==> src/rtl/sdram_wr_pkg.sv <==
package sdram_wr_pkg;

    typedef enum logic [1:0] {
        CMD_NOP,
        CMD_ACT,
        CMD_WR,
        CMD_PRE
    } cmd_e;

    typedef enum logic {
        ST_IDLE,
        ST_BUSY
    } st_e;

    // nanoseconds to clocks, rounded up, never below one
    function automatic int ns_to_cyc(input int ns, input int period);
        int c;
        c = (ns + period - 1) / period;
        if (c < 1) c = 1;
        return c;
    endfunction

    function automatic int imax(input int a, input int b);
        return (a > b) ? a : b;
    endfunction

endpackage

==> src/rtl/sdram_wr_cmdenc.sv <==
module sdram_wr_cmdenc
    import sdram_wr_pkg::*;
(
    input  cmd_e       cmd,
    output logic [3:0] pins   // {cs_n, ras_n, cas_n, we_n}
);
    always_comb begin
        unique case (cmd)
            CMD_ACT: pins = 4'b0011;
            CMD_WR:  pins = 4'b0100;
            CMD_PRE: pins = 4'b0010;
            default: pins = 4'b0111;
        endcase
    end
endmodule

==> src/rtl/sdram_wr_sched.sv <==
module sdram_wr_sched
    import sdram_wr_pkg::*;
#(
    parameter int CNT_W  = 4,
    parameter int BEAT_W = 2,
    parameter int BL     = 4,
    parameter int RCD_C  = 3,
    parameter int T_PRE  = 8
) (
    input  logic [CNT_W-1:0]  ofs,
    output cmd_e              cmd,
    output logic              burst,
    output logic [BEAT_W-1:0] beat
);
    localparam int T_LAST = RCD_C + BL - 1;

    always_comb begin
        if (ofs == '0)
            cmd = CMD_ACT;
        else if (ofs == CNT_W'(RCD_C))
            cmd = CMD_WR;
        else if (ofs == CNT_W'(T_PRE))
            cmd = CMD_PRE;
        else
            cmd = CMD_NOP;
    end

    assign burst = (ofs >= CNT_W'(RCD_C)) && (ofs <= CNT_W'(T_LAST));

    generate
        if (BL > 1) begin : g_multi
            logic [CNT_W-1:0] rel;
            assign rel  = ofs - CNT_W'(RCD_C);
            assign beat = rel[BEAT_W-1:0];
        end else begin : g_single
            assign beat = '0;
        end
    endgenerate
endmodule

==> src/rtl/sdram_wr_seq.sv <==
module sdram_wr_seq
    import sdram_wr_pkg::*;
#(
    parameter int CLK_PERIOD_NS = 8,
    parameter int T_RCD_NS      = 20,
    parameter int T_RAS_NS      = 42,
    parameter int T_RC_NS       = 60,
    parameter int T_WR_NS       = 15,
    parameter int T_RP_NS       = 20,
    parameter int BANK_W        = 2,
    parameter int ROW_W         = 12,
    parameter int COL_W         = 9,
    parameter int DQ_W          = 16,
    parameter int BL            = 4
) (
    input  logic                 clk,
    input  logic                 rst_n,
    input  logic                 req_valid,
    output logic                 req_ready,
    input  logic [BANK_W-1:0]    req_bank,
    input  logic [ROW_W-1:0]     req_row,
    input  logic [COL_W-1:0]     req_col,
    input  logic                 req_all_banks,
    input  logic [BL*DQ_W-1:0]   req_wdata,
    output logic                 sd_cke,
    output logic                 sd_cs_n,
    output logic                 sd_ras_n,
    output logic                 sd_cas_n,
    output logic                 sd_we_n,
    output logic [BANK_W-1:0]    sd_ba,
    output logic [ROW_W-1:0]     sd_addr,
    output logic [DQ_W-1:0]      sd_dq,
    output logic                 sd_dq_oe,
    output logic [DQ_W/8-1:0]    sd_dqm
);
    localparam int ADDR_W  = ROW_W;
    localparam int AP_BIT  = 10;
    localparam int DM_W    = DQ_W / 8;
    localparam int RCD_C   = ns_to_cyc(T_RCD_NS, CLK_PERIOD_NS);
    localparam int RAS_C   = ns_to_cyc(T_RAS_NS, CLK_PERIOD_NS);
    localparam int RC_C    = ns_to_cyc(T_RC_NS,  CLK_PERIOD_NS);
    localparam int WR_C    = ns_to_cyc(T_WR_NS,  CLK_PERIOD_NS);
    localparam int RP_C    = ns_to_cyc(T_RP_NS,  CLK_PERIOD_NS);
    localparam int T_LAST  = RCD_C + BL - 1;
    localparam int T_PRE   = imax(T_LAST + WR_C, RAS_C);
    localparam int T_NEXT  = imax(T_PRE + RP_C, RC_C);
    localparam int CNT_W   = $clog2(T_NEXT + 1);
    localparam int BEAT_W  = (BL > 1) ? $clog2(BL) : 1;
    localparam logic [3:0] PINS_NOP = 4'b0111;

    typedef struct packed {
        st_e                 st;
        logic [CNT_W-1:0]    ofs;
        logic [BANK_W-1:0]   bank;
        logic [ROW_W-1:0]    row;
        logic [COL_W-1:0]    col;
        logic                all;
        logic [BL*DQ_W-1:0]  wdata;
        logic                ready;
        logic                cke;
        logic [3:0]          pins;
        logic [BANK_W-1:0]   ba;
        logic [ADDR_W-1:0]   addr;
        logic [DQ_W-1:0]     dq;
        logic                oe;
        logic [DM_W-1:0]     dqm;
    } seq_t;

    seq_t q, d;

    logic              accept;
    logic              active_nx;
    logic [CNT_W-1:0]  ofs_nx;
    cmd_e              sched_cmd;
    cmd_e              cmd_sel;
    logic              burst;
    logic [BEAT_W-1:0] beat;
    logic [3:0]        enc_pins;

    // step of the burst schedule that the next cycle will show
    always_comb begin
        accept    = q.ready && req_valid;
        active_nx = accept || (q.st == ST_BUSY);
        if (accept)
            ofs_nx = '0;
        else if (q.st == ST_BUSY)
            ofs_nx = q.ofs + CNT_W'(1);
        else
            ofs_nx = q.ofs;
    end

    sdram_wr_sched #(
        .CNT_W  (CNT_W),
        .BEAT_W (BEAT_W),
        .BL     (BL),
        .RCD_C  (RCD_C),
        .T_PRE  (T_PRE)
    ) u_sched (
        .ofs   (ofs_nx),
        .cmd   (sched_cmd),
        .burst (burst),
        .beat  (beat)
    );

    assign cmd_sel = active_nx ? sched_cmd : CMD_NOP;

    sdram_wr_cmdenc u_enc (
        .cmd  (cmd_sel),
        .pins (enc_pins)
    );

    always_comb begin
        d     = q;
        d.ofs = ofs_nx;
        d.cke = 1'b1;

        if (accept) begin
            d.st    = ST_BUSY;
            d.ready = 1'b0;
            d.bank  = req_bank;
            d.row   = req_row;
            d.col   = req_col;
            d.all   = req_all_banks;
            d.wdata = req_wdata;
        end else if ((q.st == ST_BUSY) && (ofs_nx == CNT_W'(T_NEXT - 1))) begin
            d.st    = ST_IDLE;
            d.ready = 1'b1;
        end

        d.pins = enc_pins;
        d.addr = '0;
        d.ba   = '0;
        unique case (cmd_sel)
            CMD_ACT: begin
                d.addr = d.row;
                d.ba   = d.bank;
            end
            CMD_WR: begin
                d.addr[COL_W-1:0] = d.col;
                d.addr[AP_BIT]    = 1'b0;
                d.ba              = d.bank;
            end
            CMD_PRE: begin
                d.addr[AP_BIT] = d.all;
                d.ba           = d.all ? '0 : d.bank;
            end
            default: ;
        endcase

        if (active_nx && burst) begin
            d.dq  = d.wdata[beat*DQ_W +: DQ_W];
            d.oe  = 1'b1;
            d.dqm = '0;
        end else begin
            d.dq  = '0;
            d.oe  = 1'b0;
            d.dqm = '1;
        end
    end

    always_ff @(posedge clk or negedge rst_n) begin
        if (!rst_n) begin
            q       <= '0;
            q.st    <= ST_IDLE;
            q.ready <= 1'b1;
            q.cke   <= 1'b1;
            q.pins  <= PINS_NOP;
            q.dqm   <= '1;
        end else begin
            q <= d;
        end
    end

    assign req_ready = q.ready;
    assign sd_cke    = q.cke;
    assign {sd_cs_n, sd_ras_n, sd_cas_n, sd_we_n} = q.pins;
    assign sd_ba     = q.ba;
    assign sd_addr   = q.addr;
    assign sd_dq     = q.dq;
    assign sd_dq_oe  = q.oe;
    assign sd_dqm    = q.dqm;

endmodule

==> config.mk <==
export PLATFORM = sky130hd
export DESIGN_NAME = sdram_wr_seq
export DESIGN_NICKNAME = d
export VERILOG_FILES = /design/src/rtl/sdram_wr_pkg.sv /design/src/rtl/sdram_wr_cmdenc.sv /design/src/rtl/sdram_wr_sched.sv /design/src/rtl/sdram_wr_seq.sv
export SDC_FILE = /design/constraint.sdc
export NUM_CORES = 1
export LEC_CHECK = 0
export BUFFER_PORTS_ARGS = -buffer_cell sky130_fd_sc_hd__buf_2
export CORE_ASPECT_RATIO = 1.4
export CORE_MARGIN = 3
export CORE_UTILIZATION = 55
export DETAILED_ROUTE_END_ITERATION = 16
export PLACE_DENSITY = 0.8
export RECOVER_POWER = 100
export SLEW_MARGIN = 40
export SYNTH_ARGS = -nofsm -noshare
export SYNTH_HDL_FRONTEND = slang
export SYNTH_SLANG_ARGS = --single-unit
export TNS_END_PERCENT = 50
==> constraint.sdc <==
create_clock -name clk -period 5.7 [get_ports clk]
set_input_delay 1.14 -clock clk [delete_from_list [all_inputs] [get_ports clk]]
set_output_delay 1.14 -clock clk [all_outputs]
set_load 0.1 [all_outputs]
==> out/qor.csv, run 1 <==
stage;metric;value;unit
outcome;outcome;finished with violations;
outcome;failed_checks;capacitance limit, slew limit;
yosys;synth_flop_cell;dfrtp_1;
floorplanning;die_y;127;um
drt;ant_nets;0;
power_and_ir_drop;power_density;598;nW/um^2
global_routing;overflow;0;
floorplanning;num_rows;43;
global_routing;grt_pass1_vias;3989;
setup_path;crit_path_end_kind;register;
clock_tree;cts_made_buffers;17;
setup_path;cp_max_fo;39;
final_layout;drive_gt1_share;27.2;%
sta;tightest_slew;3.39;ns
yosys;synth-edff-count;0;
yosys;netlist_top_cells_area;dfrtp_1, mux2_4, nand2_1, mux4_2, buf_4;
clock_tree;cts_root_buf;clkbuf_16;
final_layout;fin_util;66.4;%
power_and_ir_drop;leakage;0.00332;uW
drt;top_layer_used;met4;
drt;routedWlPerCell;16.6;um
yosys;yosys_warnings;0;
yosys;yosys.area.top_type;dfrtp_1;
power_and_ir_drop;vdd_drop_max;0.000292;V
floorplanning;core;10100;sq um
sta;holdWs;0.471;ns
final_layout;diodes;0;
floorplanning;die_width;92.4;um
setup_path;crit_type;input pin to register;
clock_tree;cts_hold_buf;0;
sta;finalHoldViolCount;0;
placed_design;dp_hpwl;7.85;mm
setup_path;crit_top_cell;clkbuf_1;
setup_path;critPathArrivalTime;4.49;ns
sta;drv_slew;106;
yosys;yosys-top-cells-count;dfrtp_1, nand2_1, buf_4, mux2_4, and2_1;
clock_tree;insertion_delay;0.41;ns
yosys;synth.avg_cell_area;12.5;sq um
clock_tree;cts_buffer_depth;2;
yosys;async_flop_share;100;%
clock_tree;htreeDepth;4;
drt;first_pass_iters;5;
final_layout;syn2layout_area_growth;16.3;%
drt;dr.first_iter.drc_count;173;
drt;drc;0;
setup_path;rr_startpoint;req_ready;
drt;wl_met1;4.52;mm
sta;min_period;4.20;ns
yosys;synth_cells;459;
global_routing;grt_pass1_wl;19.3;mm
final_layout;fin_nets;653;
hold_path;hold_path_startpoint;q[125];
setup_path;cpMaxStageDelayCell;nand2_1;
yosys;synth_xor_area_share;0.609;%
placed_design;place.gp.congestion;0.782;
floorplanning;ioPinCount;130;
drt;dr_total_vias;3626;
setup_path;worstSetupStartpoint;req_valid;
setup_path;start_kind;input pin;
sta;rsz0062_at_grt;false;
sta;setup_tns;0;ns
yosys;synth_top_family_by_area;multiplexers;
setup_path;cp_slowest_stage_delay;0.84;ns
setup_path;worstPathCellList;clkbuf_1, nand2_4, nand2_1, inv_1, ha_1, clkbuf_1, mux4_2, and2_1;
drt;dr_wl_met3;816;um
yosys;synth-simple-area-share;12.6;%
sta;fin_crit_sh;73.6;%
yosys;synth_fa_ha_area_share;1.96;%
setup_path;path_buf_inv;3;
yosys;synthMuxAreaShare;18.5;%
yosys;syn-num-nets;559;
clock_tree;postCtsSetupRepairBufs;0;
clock_tree;cts_tree;done;
global_routing;track_usage;21.4;%
yosys;ys_seq_area_share;56.3;%
global_routing;antenna_found_initial;0;
yosys;synth_most_common_cell;dfrtp_1;
yosys;synth_compound_area_share;2.94;%
drt;viasPerCell;5.17;
yosys;ys_seq_elements;129;
drt;dr_wl_met2;6.19;mm
global_routing;grt_max_degree;66;
yosys;synth_top_area_share;54.0;%
run;cap_violations;2;
clock_tree;cts_resized;0;
sta;setup_viol;0;
floorplanning;dieArea;11700;sq um
drt;routed_wirelength;11.7;mm
yosys;syn_area;5750;sq um
floorplanning;initial_core_util;57.1;%
sta;max_freq;0.238;GHz
setup_path;required;6.00;ns
clock_tree;cts_num_sinks;129;
clock_tree;path_clk_slew;0.06;ns
yosys;synthDistinctLibCells;38;
setup_path;crit_family;simple AND/OR/NAND/NOR gates;
sta;slew_headroom;-126;%
hold_path;hold_class;register to register;
placed_design;port_buffers;127;
sta;skew;0.00574;ns
==> cell families after synthesis <==
kind of cell / count (synthesis)
xor gates and xnor gates: 4
and+or+nand+nor: 164
other: 2
AOI/OAI and AO/OA: 22
muxes: 68
adders and majority gates: 9
buffers and inverters: 61
DFF: 129
==> per-stage QoR <==
stage          power, uW  instance area (sq um)  worst slack [ns]  instances
4_1_cts             4160                   6860              1.96        701
2_1_floorplan       2690                   5750              2.07        459
3_3_place_gp        2900                   6210              1.70        669
6_report            4000                   6680              1.50        701
3_5_place_dp        2970                   6210              1.53        669
5_1_grt             4210                   6680              1.18        701
==> cells in the final DEF, fill, tap and decap left out, types with 4 or more instances in the layout <==
master	instances
and2_0	11
a22oi_1	10
nor2b_1	9
bufinv_16	4
and2_1	10
mux2_2	5
buf_2	88
clkbuf_1	40
dfstp_2	5
dfrtp_1	124
nand2_1	114
inv_1	6
ha_1	9
clkbuf_16	17
mux2_1	46
nor2_1	6
mux4_2	16
==> flip-flops by register name, summed over array words and instances (netlist names) <==
register / count
sd_dq_oe: 1
sd_cas_n: 1
q: 93
sd_ba: 2
sd_dq: 16
sd_we_n: 1
sd_ras_n: 1
sd_dqm: 1
sd_addr: 12
req_ready: 1
==> worst reg2reg max path, stage by stage (launching register included) <==
cell and delay (ns):
dfstp_2 0.62, nand2_4 0.30, nand2_1 0.84, inv_1 0.14, ha_1 0.77, clkbuf_1 0.40, mux4_2 0.37, and2_1 0.17
==> worst paths after layout <==
| check | end | slack, ns | cells past startpoint |
|---|---|---|---|
| setup reg to reg | sd_dq[6] | 1.97 | 7 |
| hold / removal | q[125] | 0.47 | 2 |
| min in group asynchronous | sd_dq[5] | 1.85 | 1 |
| setup / recovery | sd_dq[6] | 1.50 | 8 |
| hold reg to reg | q[125] | 0.47 | 2 |
| max in group asynchronous | sd_addr[8] | 1.91 | 1 |
==> area by class of cell <==
type | instances | area [sq um]
Multi-Input combinational cell | 269 | 2000
Sequential cell | 129 | 3230
Clock inverter | 12 | 179
Inverter | 6 | 22.5
Tap cell | 135 | 169
Timing Repair Buffer | 130 | 609
Fill cell | 827 | 3380
Clock buffer | 20 | 467
==> report_power, final <==
part	total (uW)	internal, uW	switching, uW	leakage, uW
Combinational	1440	600	836	0.00136
Sequential	1400	1250	148	0.00165
Clock	1160	768	390	0.000309
==> metal layers <==
metal	track usage [%]	vias up
met5	0	-
met4	8.49	0
met3	6.17	17
met2	36.9	122
met1	25.2	1808
li1	-	1679
(Power assumes the default switching activity.)
==> run 2: changes to the inputs <==
--- a/config.mk
+++ b/config.mk
@@ -8,9 +8,9 @@
 export BUFFER_PORTS_ARGS = -buffer_cell sky130_fd_sc_hd__buf_2
 export CORE_ASPECT_RATIO = 1.4
 export CORE_MARGIN = 3
-export CORE_UTILIZATION = 55
+export CORE_UTILIZATION = 49
 export DETAILED_ROUTE_END_ITERATION = 16
-export PLACE_DENSITY = 0.8
+export PLACE_DENSITY = 0.75
 export RECOVER_POWER = 100
 export SLEW_MARGIN = 40
 export SYNTH_ARGS = -nofsm -noshare
==> constraint.sdc (replaced) <==
create_clock -name clk -period 3.4 [get_ports clk]
set_input_delay 0.68 -clock clk [delete_from_list [all_inputs] [get_ports clk]]
set_output_delay 0.68 -clock clk [all_outputs]
set_load 0.1 [all_outputs]
==> run 2 against run 1 <==
Net effect: the run still ends with capacitance limit, slew limit left; final area increased by 0.58%; die area increased by 12%; final cell count increased by 1.9%; critical endpoint is now sd_ba[1]; largest cell class unchanged; highest routed layer unchanged.
==> out/qor.csv, run 2 (synthesized netlist as in run 1, its figures left out) <==
stage;metric;value;unit
power_and_ir_drop;power_density;995;nW/um^2
drt;dr.first_iter.drc_count;78;
global_routing;gr-usage-met3;5.41;%
final_layout;fin_nets;657;
placed_design;place.gp.congestion;0.819;
setup_path;worstPathCellList;ha_1, mux2_1, nand2_1, inv_1, ha_1, nand2b_1, nor2_1, nor3_1, ha_1, a31oi_1, nor2_1, and2_0;
clock_tree;cts_made_buffers;17;
sta;rsz0062_at_grt;false;
floorplanning;initial_core_util;50.4;%
sta;setup_viol;0;
clock_tree;cts_tree;done;
sta;slew_headroom;-52.1;%
power_and_ir_drop;total_power;6690;uW
final_layout;fillers;1001;
global_routing;gr-usage-met2;32.1;%
run;cap_violations;2;
sta;fin_crit_sh;88.1;%
floorplanning;die_y;134;um
clock_tree;htreeDepth;4;
clock_tree;cts_num_sinks;129;
floorplanning;core;11400;sq um
setup_path;cp_slowest_stage_delay;0.43;ns
outcome;outcome;finished with violations;
final_layout;layout_commonest_cell;dfrtp_1;
global_routing;overflow;0;
setup_path;crit_type;register to register;
global_routing;track_usage;19.2;%
floorplanning;ioPinCount;130;
clock_tree;postCtsSetupRepairBufs;0;
global_routing;grt_pass1_vias;4001;
global_routing;antenna_found_initial;0;
final_layout;largest_register_ffs;93;
outcome;failed_checks;capacitance limit, slew limit;
clock_tree;insertion_delay;0.41;ns
setup_path;crit_top_cell;ha_1;
placed_design;port_buffers;127;
drt;viasPerCell;5.01;
final_layout;diodes;0;
sta;layout_setup_ws;0.406;ns
clock_tree;cts_buffer_depth;2;
final_layout;drive_gt1_share;27.5;%
power_and_ir_drop;vdd_drop_max;0.000491;V
drt;routedWlPerCell;16.5;um
drt;drc;0;
final_layout;syn2layout_area_growth;17.0;%
drt;routed_wirelength;11.8;mm
global_routing;use_met1;24.2;%
placed_design;place_area;6250;sq um
sta;min_period;2.99;ns
floorplanning;num_rows;46;
sta;tightest_slew;2.28;ns
global_routing;busiest_layer;met2;
drt;first_pass_iters;4;
placed_design;place_ws;0.434;ns
sta;drv_slew;82;
final_layout;most-common-layout-cells;dfrtp_1, nand2_1, buf_2;
setup_path;start_kind;register;
setup_path;critPathArrivalTime;3.29;ns
placed_design;dp_hpwl;7.91;mm
floorplanning;die_width;97.5;um
setup_path;crit_path_end_kind;register;
sta;setup_tns;0;ns
global_routing;grt_pass1_wl;19.9;mm
power_and_ir_drop;leakage;0.00334;uW
final_layout;fin_area;6720;sq um
drt;dr_total_vias;3576;
sta;finalHoldViolCount;0;
setup_path;required;3.69;ns
global_routing;grt_max_degree;115;
final_layout;top_register;q;
drt;ant_nets;0;
clock_tree;cts_hold_buf;0;
clock_tree;path_clk_slew;0.05;ns
hold_path;hold_class;register to register;
setup_path;cp_max_fo;10;
sta;max_freq;0.334;GHz
setup_path;cpMaxStageDelayCell;dfrtp_1;
clock_tree;cts_resized;0;
clock_tree;cts_root_buf;clkbuf_16;
sta;skew;0.00581;ns
floorplanning;dieArea;13100;sq um
run 2: changes by cell type in the layout (fill, tap and decap cells not counted), moves of 2 or more:
cell	before	now
clkinv_2	2	5
and2_0	11	18
mux2_2	5	3
inv_6	2	0
clkbuf_2	0	2
mux2_4	1	3
buf_4	1	3
and2_1	10	3
run 2: report_power, final:
part / switching, uW / leakage, uW / internal (uW)
clock network: 640 / 0.000303 / 1260
logic: 1430 / 0.00139 / 1030
registers: 229 / 0.00165 / 2100
run 2: routing by layer:
layer	part of all wire, %	vias to the layer above	wire, um
met4	0.96	0	113
met1	42	1773	4890
met5	0	-	0
li1	-	1691	-
met2	52	100	6110
met3	5.5	12	645
run 2: layout make-up:
cell class	instances	area (sq um)	area share (%)
Clock buffer	21	460	6.85
Clock inverter	11	160	2.38
Inverter	6	22.5	0.335
Multi-Input combinational cell	269	2010	29.9
Sequential cell	129	3230	48.1
Tap cell	144	180	2.68
Timing Repair Buffer	134	652	9.70
run 2: critical path: cells and delay by family, from the launching register on:
| kind | cells | cell delay (ns) |
|---|---|---|
| muxes | 1 | 0.31 |
| and+or+nand+nor | 6 | 0.86 |
| DFF | 1 | 0.43 |
| adders and majority gates | 3 | 0.97 |
| buffers and inverters | 1 | 0.09 |
| AOI/OAI and AO/OA | 1 | 0.21 |
run 2: final timing paths:
path | start | end | slack [ns] | cells after the start
max in group asynchronous | rst_n | q[67] | 0.78 | 3
worst min register to register | q[77] | q[77] | 0.47 | 2
worst max register to register | q[127] | sd_ba[1] | 0.41 | 12
min in group asynchronous | rst_n | q[101] | 0.96 | 1
worst max-delay path | q[127] | sd_ba[1] | 0.41 | 12
worst min-delay path | q[77] | q[77] | 0.47 | 2
run 2: per-stage QoR:
step                hold WS [ns]  util [%]  cells
finish                     0.467      59.0    714
global route               0.467      59.0    714
CTS                        0.371      60.3    713
detailed placement         0.457      54.9    681
global placement           0.452      54.9    681
floorplan                  0.384         -    459
==> run 3: changes to the inputs <==
--- a/config.mk
+++ b/config.mk
@@ -5,6 +5,7 @@
 export SDC_FILE = /design/constraint.sdc
 export NUM_CORES = 1
 export LEC_CHECK = 0
+export ABC_AREA = 1
 export BUFFER_PORTS_ARGS = -buffer_cell sky130_fd_sc_hd__buf_2
 export CORE_ASPECT_RATIO = 1.4
 export CORE_MARGIN = 3
==> run 3 against run 2 <==
Net effect: the flow still finishes with violations (capacitance limit, slew limit); via count up 32%; routed wire length up 18%; sequential share of layout area down 2.5 points; maximum frequency up 7.8%; first-iteration DRC count up 120%; final cell count up 43%; clock-buffer cell count down 1; synthesized cell count up 68%; sequential cell count unchanged; non-clock buffer count up 1; core utilization up 0.11 points; area after synthesis up 5.9%.
==> out/qor.csv, run 3 <==
stage;metric;value;unit
outcome;outcome;finished with violations;
outcome;failed_checks;capacitance limit, slew limit;
setup_path;r2r_end;sd_ba[1];
drt;dr_total_vias;4726;
sta;skew;0.00704;ns
global_routing;track_usage;21.0;%
drt;ant_nets;0;
floorplanning;num_rows;47;
global_routing;grt_pass1_vias;4759;
clock_tree;cts_made_buffers;17;
floorplanning;die_y;138;um
global_routing;grt_max_degree;84;
drt;routedWlPerCell;13.6;um
final_layout;layout_commonest_cell;nand2_1;
clock_tree;cts_root_buf;clkbuf_16;
final_layout;syn2layout_area_growth;16.5;%
sta;min_period;2.78;ns
placed_design;port_buffers;127;
setup_path;rr_startpoint;req_ready;
clock_tree;cts_num_sinks;129;
drt;dr.first_iter.drc_count;168;
sta;slew_headroom;-25.7;%
clock_tree;cts_hold_buf;0;
final_layout;top_register;q;
sta;drv_slew;80;
global_routing;antenna_found_initial;0;
setup_path;critPathArrivalTime;3.06;ns
clock_tree;postCtsSetupRepairBufs;0;
setup_path;cp_max_fo;24;
sta;max_freq;0.360;GHz
placed_design;place.gp.congestion;0.765;
sta;fin_crit_sh;81.7;%
hold_path;hold_class;input pin to asynchronous set/reset pin;
final_layout;fin_nets;958;
drt;first_pass_iters;5;
sta;setup_viol;0;
clock_tree;cts_resized;0;
run;cap_violations;1;
setup_path;crit_path_end_kind;register;
yosys;ys_seq_area_share;53.1;%
placed_design;dp_hpwl;9.66;mm
sta;rsz0062_at_grt;false;
drt;viasPerCell;4.64;
sta;finalHoldViolCount;0;
clock_tree;cts_buffer_depth;2;
yosys;yosys.area.top_type;dfrtp_1;
clock_tree;path_clk_slew;0.06;ns
clock_tree;cts_tree;done;
floorplanning;core;12000;sq um
drt;drc;0;
final_layout;largest_register_ffs;93;
yosys;yosys_warnings;0;
yosys;synth_top_area_share;51.0;%
setup_path;required;3.69;ns
yosys;syn_area;6090;sq um
yosys;ys_seq_elements;129;
global_routing;overflow;0;
yosys;synth_flop_cell;dfrtp_1;
final_layout;drive_gt1_share;16.0;%
placed_design;place_ws;0.458;ns
sta;layout_setup_ws;0.622;ns
clock_tree;insertion_delay;0.41;ns
final_layout;most-common-layout-cells;nand2_1, inv_1, dfrtp_1;
yosys;async_flop_share;100;%
yosys;synthDistinctLibCells;25;
floorplanning;initial_core_util;50.7;%
setup_path;worstSetupStartpoint;req_ready;
yosys;synth_cells;769;
setup_path;reg2reg_depth;6;
setup_path;start_kind;register;
yosys;syn-num-nets;869;
yosys;synth_most_common_cell;nand2_1;
setup_path;crit_type;register to register;
drt;routed_wirelength;13.9;mm
floorplanning;dieArea;13800;sq um
setup_path;reg2reg_slack;0.62;ns
clock_tree;htreeDepth;4;
floorplanning;ioPinCount;130;
sta;setup_tns;0;ns
yosys;netlist_top_cells_area;dfrtp_1, nand2_1, inv_1, o21ai_0, buf_4;
floorplanning;die_width;100;um
yosys;synth-edff-count;0;
yosys;yosys-top-cells-count;nand2_1, inv_1, dfrtp_1, o21ai_0, nand3_1;
setup_path;crit_end;sd_ba[1];
yosys;synth.avg_cell_area;7.91;sq um
sta;tightest_slew;1.89;ns
global_routing;grt_pass1_wl;22.3;mm
[run 3: cell types whose count changed in the layout (fill, tap and decap cells not counted), moves of 11 or more]
cell | previous run | this run
nand2_1 | 113 | 241
nand3_1 | 2 | 41
nor2_1 | 6 | 25
a21oi_1 | 1 | 12
mux4_2 | 16 | 0
mux2_1 | 46 | 0
o21ai_0 | 0 | 67
inv_1 | 6 | 156
and2_0 | 18 | 0
[run 3: through the flow]
step	cells	cell area (sq um)	util [%]	hold WS, ns
detailed placement	986	6570	54.8	0.463
global route	1018	7090	59.1	0.248
global placement	986	6570	54.8	0.463
floorplan	769	6090	-	0.384
finish	1019	7090	59.1	0.215
CTS	1018	7180	59.8	0.0814
[run 3: final cells by class]
class	instances	area [sq um]
fillers	1118	4910
flip-flops and latches	129	3230
multi-input cells	409	1800
repair buffers	135	639
inverters	166	623
clock buffers	20	447
well taps	147	184
clock inverters	12	160
diodes	1	2.50
[run 3: routing by layer]
layer	share of wire (%)	GRT usage, %
met2	52	36.0
met3	5.8	4.58
met5	0	0
met1	39	24.9
met4	3.0	9.89
[run 3: how the worst min path moves through the flow]
stage / cells after the start / start / endpoint / slack [ns]
finish: 1 / rst_n / q[64] / 0.22
global route: 1 / rst_n / q[64] / 0.25
CTS: 1 / rst_n / q[64] / 0.08
detailed placement: 2 / q[123] / q[123] / 0.46
global placement: 2 / q[104] / q[104] / 0.46
floorplan: 0 / rst_n / q[100] / 0.38
[run 3: cells by family (layout without fill, tap and decap cells)]
kind of cell,Yosys count,after routing,synth area share [%]
simple gates,316,316,21.0
buf+inv,231,333,17.1
compound gates,82,82,6.83
other cells,2,3,0.123
fa+ha+maj,9,9,1.85
flops,129,129,53.1
[run 3: critical path, cell delays in order, from the launching register on]
cell	delay [ns]
dfstp_1	0.37
nand2_1	0.21
clkbuf_1	0.80
inv_1	0.64
or2_2	0.45
o21ai_0	0.11
nor2_1	0.08
Power of run 3 is left out: the tool's default activity adds up to more than one toggle a clock period on the data nets, which glitch-free logic cannot reach.
